==> config.mk <==
export PLATFORM = sky130hd
export DESIGN_NAME = sreg_protect_unit
export DESIGN_NICKNAME = d
export VERILOG_FILES = /design/src/rtl/sreg_protect_pkg.sv /design/src/rtl/sreg_region_chk.sv /design/src/rtl/sreg_wel.sv /design/src/rtl/sreg_nvbits.sv /design/src/rtl/sreg_protect_unit.sv
export SDC_FILE = /design/constraint.sdc
export NUM_CORES = 1
export LEC_CHECK = 0
export BUFFER_PORTS_ARGS = -buffer_cell sky130_fd_sc_hd__buf_2
export CAP_MARGIN = 30
export CELL_PAD_IN_SITES_DETAIL_PLACEMENT = 1
export CELL_PAD_IN_SITES_GLOBAL_PLACEMENT = 2
export CORE_MARGIN = 3
export CORE_UTILIZATION = 16
export CTS_CLUSTER_DIAMETER = 30
export DETAILED_ROUTE_END_ITERATION = 6
export GPL_ROUTABILITY_DRIVEN = 0
export GPL_TIMING_DRIVEN = 0
export PLACE_DENSITY = 0.7
export SLEW_MARGIN = 40
export SYNTH_ARGS = -nofsm -noshare
export SYNTH_HDL_FRONTEND = slang
export SYNTH_SLANG_ARGS = --single-unit
==> constraint.sdc <==
create_clock -name clk -period 1.1 [get_ports clk]
set_input_delay 0.055 -clock clk [delete_from_list [all_inputs] [get_ports clk]]
set_output_delay 0.055 -clock clk [all_outputs]
set_load 0.02 [all_outputs]
==> src/rtl/sreg_protect_pkg.sv <==
package sreg_protect_pkg;

   typedef enum logic [1:0] {
      PROT_NONE = 2'b00,
      PROT_QTR  = 2'b01,
      PROT_HALF = 2'b10,
      PROT_ALL  = 2'b11
   } prot_lvl_t;

   // bit positions inside the status byte
   localparam int SB_BUSY  = 0;
   localparam int SB_WEL   = 1;
   localparam int SB_LVL_L = 2;
   localparam int SB_LVL_H = 3;
   localparam int SB_LOCK  = 7;

   typedef struct packed {
      logic      lock_en;
      prot_lvl_t lvl;
   } nv_bits_t;

endpackage

==> src/rtl/sreg_region_chk.sv <==
module sreg_region_chk
   import sreg_protect_pkg::*;
#(
   parameter int ADDR_W = 15
) (
   input  logic [ADDR_W-1:0] addr,
   input  prot_lvl_t         lvl,
   input  logic              wel,
   output logic              grant
);
   localparam logic [ADDR_W-1:0] QTR_BOUND  = ADDR_W'(3) << (ADDR_W - 2);
   localparam logic [ADDR_W-1:0] HALF_BOUND = ADDR_W'(1) << (ADDR_W - 1);

   logic locked;

   always_comb begin
      unique case (lvl)
         PROT_NONE: locked = 1'b0;
         PROT_QTR:  locked = (addr >= QTR_BOUND);
         PROT_HALF: locked = (addr >= HALF_BOUND);
         default:   locked = 1'b1;
      endcase
   end

   assign grant = wel & ~locked;

endmodule

==> src/rtl/sreg_wel.sv <==
module sreg_wel (
   input  logic clk,
   input  logic rst_n,
   input  logic cmd_set,
   input  logic cmd_clr,
   input  logic lock_n,
   input  logic busy,
   input  logic cyc_done,
   output logic wel
);

   always_ff @(posedge clk or negedge rst_n) begin
      if (!rst_n) begin
         wel <= 1'b0;
      end else if (cyc_done) begin
         wel <= 1'b0;
      end else if (!busy) begin
         if (cmd_clr)
            wel <= 1'b0;
         else if (cmd_set && lock_n)
            wel <= 1'b1;
      end
   end

   // latch rises only after a set strobe seen with the pin high
   assert_wel_pin_R4: assert property (@(posedge clk) disable iff (!rst_n)
      $rose(wel) |-> ($past(lock_n) && $past(cmd_set)));

   // end of any write cycle leaves the latch clear
   assert_wel_drop_R5: assert property (@(posedge clk) disable iff (!rst_n)
      cyc_done |=> !wel);

endmodule

==> src/rtl/sreg_nvbits.sv <==
module sreg_nvbits
   import sreg_protect_pkg::*;
(
   input  logic       clk,
   input  logic       rst_n,
   input  logic       sel,
   input  logic       lock_n,
   input  logic       busy,
   input  logic       cyc_start,
   input  logic       cyc_done,
   input  logic       wr_req,
   input  logic [7:0] wr_data,
   input  logic       wr_grant,
   output nv_bits_t   nv
);
   nv_bits_t pend;
   logic     pend_valid;
   logic     armed;
   logic     sel_q;
   logic     sel_rise;
   logic     hw_lock;
   logic     commit;
   wire      unused_data = ^{wr_data[6:4], wr_data[SB_WEL], wr_data[SB_BUSY]};

   assign sel_rise = sel & ~sel_q;
   assign hw_lock  = ~lock_n & nv.lock_en;
   assign commit   = cyc_done & armed;

   always_ff @(posedge clk or negedge rst_n) begin
      if (!rst_n) sel_q <= 1'b0;
      else        sel_q <= sel;
   end

   always_ff @(posedge clk or negedge rst_n) begin
      if (!rst_n) begin
         pend_valid <= 1'b0;
         pend       <= '0;
         armed      <= 1'b0;
      end else if (cyc_start) begin
         armed      <= pend_valid;
         pend_valid <= 1'b0;
      end else if (commit) begin
         armed <= 1'b0;
      end else if (!busy) begin
         if (wr_req && wr_grant) begin
            pend_valid   <= 1'b1;
            pend.lock_en <= wr_data[SB_LOCK];
            pend.lvl     <= prot_lvl_t'(wr_data[SB_LVL_H:SB_LVL_L]);
         end else if (sel_rise) begin
            pend_valid <= 1'b0;
         end else if (pend_valid && sel && hw_lock) begin
            pend_valid <= 1'b0;
         end
      end
   end

   always_ff @(posedge clk or negedge rst_n) begin
      if (!rst_n)      nv <= '0;
      else if (commit) nv <= pend;
   end

   // stored bits move only at the end of an armed cycle
   assert_bits_hold_R9: assert property (@(posedge clk) disable iff (!rst_n)
      !commit |=> $stable(nv));

   // lock during an open frame drops a pending status write
   assert_cancel_R10: assert property (@(posedge clk) disable iff (!rst_n)
      (pend_valid && sel && !lock_n && nv.lock_en && !busy && !cyc_start)
      |=> !pend_valid);

endmodule

==> src/rtl/sreg_protect_unit.sv <==
module sreg_protect_unit
   import sreg_protect_pkg::*;
#(
   parameter int ADDR_W    = 15,
   parameter int CHK_PORTS = 2
) (
   input  logic                        clk,
   input  logic                        rst_n,
   input  logic                        lock_n,
   input  logic                        sel_active,
   input  logic                        cmd_wen_set,
   input  logic                        cmd_wen_clr,
   input  logic                        sr_wr_req,
   input  logic [7:0]                  sr_wr_data,
   input  logic                        cycle_busy,
   input  logic [CHK_PORTS*ADDR_W-1:0] chk_addr,
   output logic [7:0]                  status_byte,
   output logic [CHK_PORTS-1:0]        arr_grant,
   output logic                        sr_grant
);
   localparam int ADDR_BUS_W = CHK_PORTS * ADDR_W;

   generate
      if (ADDR_W < 2) begin : g_bad_aw
         $error("ADDR_W must be at least 2");
      end
      if (CHK_PORTS < 1) begin : g_bad_ports
         $error("CHK_PORTS must be at least 1");
      end
      if (ADDR_BUS_W != $bits(chk_addr)) begin : g_bad_bus
         $error("address bus width mismatch");
      end
   endgenerate

   logic     busy_q;
   logic     cyc_start;
   logic     cyc_done;
   logic     wel;
   nv_bits_t nv;

   always_ff @(posedge clk or negedge rst_n) begin
      if (!rst_n) busy_q <= 1'b0;
      else        busy_q <= cycle_busy;
   end

   assign cyc_start = cycle_busy & ~busy_q;
   assign cyc_done  = ~cycle_busy & busy_q;

   sreg_wel u_wel (
      .clk      (clk),
      .rst_n    (rst_n),
      .cmd_set  (cmd_wen_set),
      .cmd_clr  (cmd_wen_clr),
      .lock_n   (lock_n),
      .busy     (cycle_busy),
      .cyc_done (cyc_done),
      .wel      (wel)
   );

   assign sr_grant = wel & ~(~lock_n & nv.lock_en);

   sreg_nvbits u_nv (
      .clk       (clk),
      .rst_n     (rst_n),
      .sel       (sel_active),
      .lock_n    (lock_n),
      .busy      (cycle_busy),
      .cyc_start (cyc_start),
      .cyc_done  (cyc_done),
      .wr_req    (sr_wr_req),
      .wr_data   (sr_wr_data),
      .wr_grant  (sr_grant),
      .nv        (nv)
   );

   generate
      for (genvar i = 0; i < CHK_PORTS; i++) begin : g_port
         sreg_region_chk #(.ADDR_W(ADDR_W)) u_chk (
            .addr  (chk_addr[i*ADDR_W +: ADDR_W]),
            .lvl   (nv.lvl),
            .wel   (wel),
            .grant (arr_grant[i])
         );
      end
   endgenerate

   always_comb begin
      if (cycle_busy) begin
         status_byte = 8'hFF;
      end else begin
         status_byte                    = 8'h00;
         status_byte[SB_LOCK]           = nv.lock_en;
         status_byte[SB_LVL_H:SB_LVL_L] = nv.lvl;
         status_byte[SB_WEL]            = wel;
      end
   end

   // no grant of either kind without the latch
   assert_grant_wel_R7: assert property (@(posedge clk) disable iff (!rst_n)
      (|arr_grant || sr_grant) |-> wel);

endmodule

[Word-level counts from Yosys, hierarchy flattened]
Cells that the tools add are included.
Storage, ports and cells
  input bits: 46
  register bits: 11
  logic and storage cells: 61
  output and inout port bits: 11
Operators by class
  $lt $le $gt $ge: 4
  muxes and demuxes: 15
  equal/unequal tests: 5
  reductions and logical operators: 11
  bitwise gates (word level): 17
Operator list (count)
  $ge A15 B15 Y1 const B: 4
  $mux W1: 12
  $not A1 Y1: 9
  $and A1 B1 Y1: 8
  $mux W8: 1
  $pmux W1 S3: 2
  $logic_and A1 B1 Y1: 4
  $ne A2 B1 Y1 const B: 2
  $reduce_and A4 Y1: 1
  $reduce_bool A4 Y1: 1
  $reduce_and A3 Y1: 1
  $reduce_bool A3 Y1: 1
  $eq A2 B1 Y1 const B: 1
  $eq A2 B2 Y1 const B: 1
  $logic_not A2 Y1: 1
  $ne A2 B2 Y1 const B: 1
  $reduce_and A2 Y1: 1
  $reduce_bool A2 Y1: 1

[Longest topological paths before layout]
Gate-level depths: netlist of run 1.
  depth in word-level cells: 9
  mapped depth: 4
  gate-level depth less buffers: 3

[Hierarchy]
A second synthesis of run 1 with hierarchy kept.
Unflattened totals
  cells, all modules: 50
  area total of the unflattened synthesis: 594.3 um^2
Modules (own cells, without submodules)
  sreg_nvbits: times used 1, seq. area each 225.2 um^2, cells an instance 26, area each 390.4 um^2
  sreg_protect_unit: times used 1, seq. area each 25.0 um^2, cells an instance 13, area each 103.8 um^2
  sreg_wel: times used 1, seq. area each 25.0 um^2, cells an instance 5, area each 67.6 um^2
  sreg_region_chk: times used 2, seq. area each 0.0 um^2, cells an instance 3, area each 16.3 um^2

[Least setup slack after synthesis of run 1]
OpenSTA, ideal clock, no wires.
  kind: reg2reg
  from: register busy_q
  to: register, netlist name u_nv.nv[0]
  path buffers: 0
  stages on the path, launching flop included: 4
  path slack: 34 ps
  required time: 975 ps
  clock period less this slack: 1066 ps
  library setup time: 125 ps
  arrival time: 942 ps
  cell sequence: dfrtp_1 > nand2_2 > nor2_2 > mux2_2
Between the ends
  longest elaborated chain between the ends: 2
RTL lines
  start, declared: line sreg_protect_unit.sv:35  | logic busy_q;
  start signal, assigned: line sreg_protect_unit.sv:43  | else busy_q <= cycle_busy;
  $and A1 B1 Y1: line sreg_protect_unit.sv:47  | assign cyc_done = ~cycle_busy & busy_q;
  $and A1 B1 Y1: line sreg_nvbits.sv:27  | assign commit = cyc_done & armed;
No other way between the ends.
A chain may end at the register's enable or synchronous reset.

[Worst setup path after layout of run 1]
  from: register, netlist name u_nv.nv[1]
  to: output arr_grant[0]
Between the ends
  longest elaborated chain between the ends: 4
  elaborated cells on any way between the ends: 6
  classes of those cells: 2 x eq/ne; 1 x mux; 2 x bitwise; 1 x reduce/logical
RTL lines
  $eq A2 B2 Y1, or another cell as far along: line sreg_region_chk.sv:17  | unique case (lvl)
  $pmux W1 S3 *: line sreg_region_chk.sv:17
  $not A1 Y1 *: line sreg_region_chk.sv:25  | assign grant = wel & ~locked;
  $and A1 B1 Y1 *: line sreg_region_chk.sv:25
  end, declared: line sreg_protect_unit.sv:18  | output logic [CHK_PORTS-1:0] arr_grant,
Every way passes the cells marked *; elsewhere a longest branch is shown, timed or not.

==> results of run 1 <==
[synth_stat cells (2+ instances only)]
cell | number | share of area, %
nor2_1 | 3 | 1.9
nand2_1 | 5 | 3.2
mux2_4 | 3 | 7.6
or2_2 | 4 | 4.2
mux2_2 | 3 | 5.7
a21oi_1 | 2 | 1.7
buf_4 | 6 | 7.6
a21o_1 | 2 | 2.5
dfrtp_1 | 11 | 46
[critical path, cell delays in order, from the launching register on]
cell	delay, ns
dfrtp_2	0.43
a21o_1	0.17
a21oi_2	0.14
buf_6	0.13
[where the power goes]
group	internal, mW	switching [mW]
sequential	0.494	0.0787
combinational	0.272	0.185
clock	0.254	0.149
total	1.02	0.413
[worst max path at each step]
stage / from / end
final: u_nv.nv[1]$_DFFE_PN0N_ / arr_grant[0]
after global routing: u_nv.nv[1]$_DFFE_PN0N_ / arr_grant[1]
after CTS: u_nv.nv[1]$_DFFE_PN0N_ / arr_grant[0]
after detailed placement: busy_q$_DFF_PN0_ / u_nv.nv[2]$_DFFE_PN0N_
after global placement: busy_q$_DFF_PN0_ / u_nv.nv[2]$_DFFE_PN0N_
after floorplan: busy_q$_DFF_PN0_ / u_nv.nv[0]$_DFFE_PN0N_
[cell type report]
type / instances / area (µm²) / share of cell area (%)
clock buffer: 4 / 45.0 / 4.76
tap: 46 / 57.6 / 6.08
buffer: 5 / 35.0 / 3.70
inverter: 1 / 3.75 / 0.396
timing repair buffer: 32 / 230 / 24.3
multi-input combinational: 34 / 298 / 31.4
sequential: 11 / 278 / 29.3
[metal layers]
layer / vias to the layer above / share of wire, % / track usage (%)
li1: 243 / - / -
met1: 230 / 43 / 8.87
met4: 0 / 1.2 / 4.56
met5: - / 0 / 0
met2: 24 / 48 / 12.3
met3: 2 / 7.4 / 2.70
[logic make-up (layout without fill, tap and decap cells)]
kind of cell	Yosys count	count (layout)	synth area share [%]
AO/OA/AOI/OAI	10	10	12.0
AND/OR/NAND/NOR	18	18	19.4
multiplexers	6	6	13.3
flip-flops	11	11	46.3
buffers and inverters	8	42	9.05
[stage by stage]
stage | setup TNS [ns] | instance area [µm²] | cells | util, %
after floorplan | 0 | 594 | 53 | -
after global placement | -0.273 | 777 | 124 | 22.4
after detailed placement | -0.353 | 777 | 124 | 22.4
after CTS | -0.479 | 926 | 132 | 26.7
after global routing | -0.548 | 947 | 133 | 27.3
final | -0.192 | 947 | 133 | 27.3
[cells in the final DEF, fill, tap and decap left out, drive strengths merged, types with 2 or more instances in the layout]
| master | count |
|---|---|
| nand2 | 6 |
| or2 | 4 |
| dlygate4sd3 | 2 |
| clkbuf | 4 |
| nor2 | 4 |
| buf | 35 |
| a21oi | 2 |
| dfrtp | 11 |
| a21o | 2 |
| mux2 | 6 |
[state kept, by name (all words and copies together) (netlist names)]
| name | flops |
|---|---|
| u_nv.pend_valid | 1 |
| u_wel.wel | 1 |
| busy_q | 1 |
| u_nv.armed | 1 |
| u_nv.pend | 3 |
| u_nv.sel_q | 1 |
| u_nv.nv | 3 |
[repair_timing]
action | 4_1_cts | 5_1_grt
buffers inserted | 4 | 1
cloned | 0 | 0
hold endpoints to repair | 12 | 0
setup endpoints to repair | 13 | 12
pin swaps | 5 | 2
resized for setup | 22 | 3
hold buffers | 2 | 0
==> run summary, run 1 <==
Total grt overflow: 0
CTS tree: built
Root buf cell: clkbuf_8
Final nets: 134
WP data required: 1.04 ns
Max FO, Critical Path: 6
Slew HR: 81.6%
Mapped Nets: 99
Worst setup skew after layout: 0.00447 ns
Vias in the first global route: 536
CTS max path bufs: 2
Area of the core: 0.00347 mm²
PortBufs: 25
CTS sink cnt: 11
Leak Pwr: 0.470 nW
Slew Viols, Final: 0
Worst slew pin tran: 0.273 ns
Final setup fails: 4
Antenna cell count: 0
Fraction of registers with async set/reset: 100%
Library cells used by synthesis: 23
Synth warn: 0
Worst hold path class: in -> reg
Std cell rows: 21
DR WL/cell: 11.7 µm
First DRT Iteration DRCs: 5
Final worst path period share: 105%
Cells on worst reg2reg path: 3
Total GRT Usage: 7.72%
Initial core utilization: 17.1%
First drt pass iteration count: 2
Final Hold Viols: 0
Hold path cells: 1
Type of origin of the critical path: flop
Hold Startpoint: cycle_busy
Hold endpoint: busy_q$_DFF_PN0_
Area added between synthesis and finish: 59.4%
RSZ-0062 raised after global routing: yes
Routed wire length: 1560 µm
DP Wirelength: 1240 µm
Pwr Density: 1510 mW/mm²
Via density: 3.75
RR Startpoint: u_nv.nv[2]$_DFFE_PN0N_
Post-synthesis sequential area ratio: 46.3%
Fin crit period: 1.16 ns
Max Cap Viol: 0
Depth of the CTS H-tree: 1
Failing checks: setup timing
VDD IR max: 491 µV
Power Total: 1.43 mW
Fillers: 402
I/O pin total: 57
Chip width: 66.9 µm
Final worst slack: -0.0575 ns
Die footprint: 0.00448 mm²
Setup WS pre-CTS: -0.0800 ns
Synthesized area: 594 µm²
Post-synth EDFFs: 0
Synthesized flop and latch total: 11
Die height: 66.9 µm
Status: finished, violations left
FF-to-FF End: u_nv.pend[0]$_DFFE_PN0P_
Fin Hold WS: 0.0510 ns
Setup crit end kind: output pin
Vias: 499
Reg2Reg Setup Slack: 0.01 ns
Cells after Synth: 53
Clock Latency Late Sink: 0.24 ns
Total CTS buffers: 3
First-pass GRT wire length: 2480 µm
CP arrival: 1.10 ns
Synthesized area per cell: 11.2 µm²
Clk slew on worst S/H paths: 0.05 ns
Ys flop type: dfrtp_1
Initial antenna violation count: 0
Critical path class: reg -> out
Proportion of layout cells with a drive suffix above 1: 66.7%
Largest net degree at the start of global routing: 12
DRC: 0
Fmax: 0.864 GHz
Final ANT Viol Nets: 0
(Power assumes the default switching activity.)
==> inputs of run 2 (changes only) <==
SYNTH_HIERARCHICAL = 1   (was not set)
==> run 2 against run 1 <==
The run still ends with setup timing left. Sequential power shrank 2%. Non-clock buffer count grew 2. Maximum frequency shrank 3.7%. Utilization grew 0.87 points. Critical path type unchanged. Critical endpoint is now status_byte[1].
==> run summary, run 2 <==
Status: finished, violations left
Failing checks: setup timing
Fin Hold WS: 0.0490 ns
Root buf cell: clkbuf_8
Fraction of registers with async set/reset: 100%
Routed wire length: 1560 µm
Post-synth EDFFs: 0
Top cells by area, synth: dfrtp_1 46%, mux2_4 7.6%, mux2_2 5.7%, buf_4 5.1%, nand2b_1 4.2%
Slew Viols, Final: 0
Largest net degree at the start of global routing: 16
Commonest cells after routing, fill and taps aside: 19 x buf_2, 12 x buf_4, 10 x dfrtp_1
Clk slew on worst S/H paths: 0.05 ns
Total grt overflow: 0
PortBufs: 25
Antenna cell count: 0
VDD IR max: 261 µV
Setup WS pre-CTS: -0.225 ns
Top cell type's share of synthesized area: 46.3%
Hold endpoint: u_nv/pend[2]$_DFFE_PN0P_
Area added between synthesis and finish: 64.4%
WP data required: 1.04 ns
Max Cap Viol: 0
CTS tree: built
Initial antenna violation count: 0
Total CTS buffers: 3
Pwr Density: 1430 mW/mm²
Reg2Reg Setup Slack: -0.10 ns
Slew HR: 80.4%
Area of the core: 0.00347 mm²
Final nets: 136
Initial core utilization: 17.1%
Post-synth top cells: 11 x dfrtp_1, 4 x buf_4, 4 x nand2b_1, 4 x or2_1
Cells on worst reg2reg path: 4
Post-DP Area: 791 µm²
Worst hold path class: in -> reg
Std cell rows: 21
Synthesized flop and latch total: 11
Type of origin of the critical path: flop
Die footprint: 0.00448 mm²
Biggest registers after layout: u_nv/nv x3, u_nv/pend x3
Final worst slack: -0.102 ns
Synthesized area: 594 µm²
Ys flop type: dfrtp_1
Fin crit period: 1.20 ns
DR WL/cell: 11.6 µm
Final worst path period share: 109%
First-pass GRT wire length: 2390 µm
Leak Pwr: 0.490 nW
Critical path class: reg -> out
DRC: 0
Hold path cells: 2
Commonest non-fill, non-tap cell in the layout: buf_2
First drt pass iteration count: 3
CTS max path bufs: 2
RSZ-0062 raised after global routing: yes
Post-synthesis sequential area ratio: 46.3%
Synthesized area per cell: 11.9 µm²
CTS sink cnt: 11
Mapped Nets: 96
Fmax: 0.832 GHz
CP arrival: 1.15 ns
Proportion of layout cells with a drive suffix above 1: 61.8%
Vias in the first global route: 506
Setup crit end kind: output pin
Final Hold Viols: 0
Count leader, synth: dfrtp_1
DP Wirelength: 1140 µm
Fillers: 420
FF-to-FF End: u_nv/pend[1]$_DFFE_PN0P_
Synth warn: 6
Final setup fails: 11
Hold Startpoint: sr_wr_data[7]
Synth area leader: dfrtp_1
Final ANT Viol Nets: 0
First DRT Iteration DRCs: 13
Die height: 66.9 µm
Via density: 3.77
Power Total: 1.40 mW
Cells after Synth: 50
I/O pin total: 57
RR Startpoint: busy_q$_DFF_PN0_
Clock Latency Late Sink: 0.24 ns
Max FO, Critical Path: 4
Depth of the CTS H-tree: 1
Worst slew pin tran: 0.295 ns
Vias: 509
Worst setup skew after layout: 0.00328 ns
Post-route cell area: 977 µm²
Chip width: 66.9 µm
Library cells used by synthesis: 20
Total GRT Usage: 7.61%
==> run 2: cell types whose count changed in the layout (fill, tap and decap cells not counted), sizes merged, moves of 2 or more <==
cell / delta
nand2: -4
nand2b: +3
nor2: -3
o21ai: +3
a21o: -2
a21oi: -2
a221oi: +2
and3: +2
inv: +2
nand3: +2
==> run 2: cell families (layout without fill, tap and decap cells) <==
| family | Yosys count | after routing | share of synthesized area (%) |
|---|---|---|---|
| mux | 6 | 6 | 13.3 |
| buf+inv | 7 | 46 | 6.95 |
| simple gates | 19 | 19 | 24.8 |
| compound gates | 7 | 7 | 8.63 |
| flops | 11 | 11 | 46.3 |
==> run 2: how the worst max path moves through the flow <==
stage | from | endpoint
5_1_grt | u_wel/wel$_DFFE_PN0P_ | u_nv/pend[0]$_DFFE_PN0P_
4_1_cts | busy_q$_DFF_PN0_ | u_nv/pend[1]$_DFFE_PN0P_
2_1_floorplan | u_nv/nv[2]$_DFFE_PN0P_ | u_nv/pend[0]$_DFFE_PN0P_
3_3_place_gp | cycle_busy | u_nv/pend[0]$_DFFE_PN0P_
3_5_place_dp | cycle_busy | u_nv/pend[1]$_DFFE_PN0P_
6_report | u_wel/wel$_DFFE_PN0P_ | status_byte[1]
==> run 2: what timing repair did <==
item                                    4_1_cts  5_1_grt
hold endpoints to repair                     13        0
pin swaps                                     8        3
resized for setup                            11        6
hold buffers                                  3        0
setup buffers                                 5        2
endpoints found under the setup margin       11       14
==> run 2: power by group <==
| group | internal [mW] | switching (mW) |
|---|---|---|
| Clock | 0.255 | 0.152 |
| Combinational | 0.256 | 0.173 |
| Sequential | 0.489 | 0.0718 |
| Total | 0.999 | 0.397 |
==> run 2: layout make-up <==
type | count | area (µm²) | share of cell area [%]
multi-input combinational | 32 | 315 | 32.3
sequential | 11 | 277 | 28.3
timing repair buffer | 35 | 241 | 24.7
tap | 46 | 57.6 | 5.89
clock buffer | 4 | 45.0 | 4.61
buffer | 4 | 30.0 | 3.07
inverter | 3 | 11.3 | 1.15
==> run 2: per-layer routing <==
metal,wire [µm],global-route usage (%),vias to the layer above
met1,657,8.22,234
met3,164,2.70,4
met2,690,11.5,24
met4,49,6.84,0
li1,-,-,247
met5,0,0,-
==> run 2: metrics by stage <==
stage,instances,setup TNS (ns),utilization [%]
global route,135,-1.52,28.2
detailed placement,121,-0.808,22.8
finish,135,-0.836,28.2
global placement,121,-0.726,22.8
floorplan,50,-0.400,-
CTS,133,-0.783,27.3
==> run 2: critical path: stages (launching register included) <==
cell and delay (ns):
dfrtp_1 0.40, buf_4 0.14, or2_1 0.23, buf_6 0.13
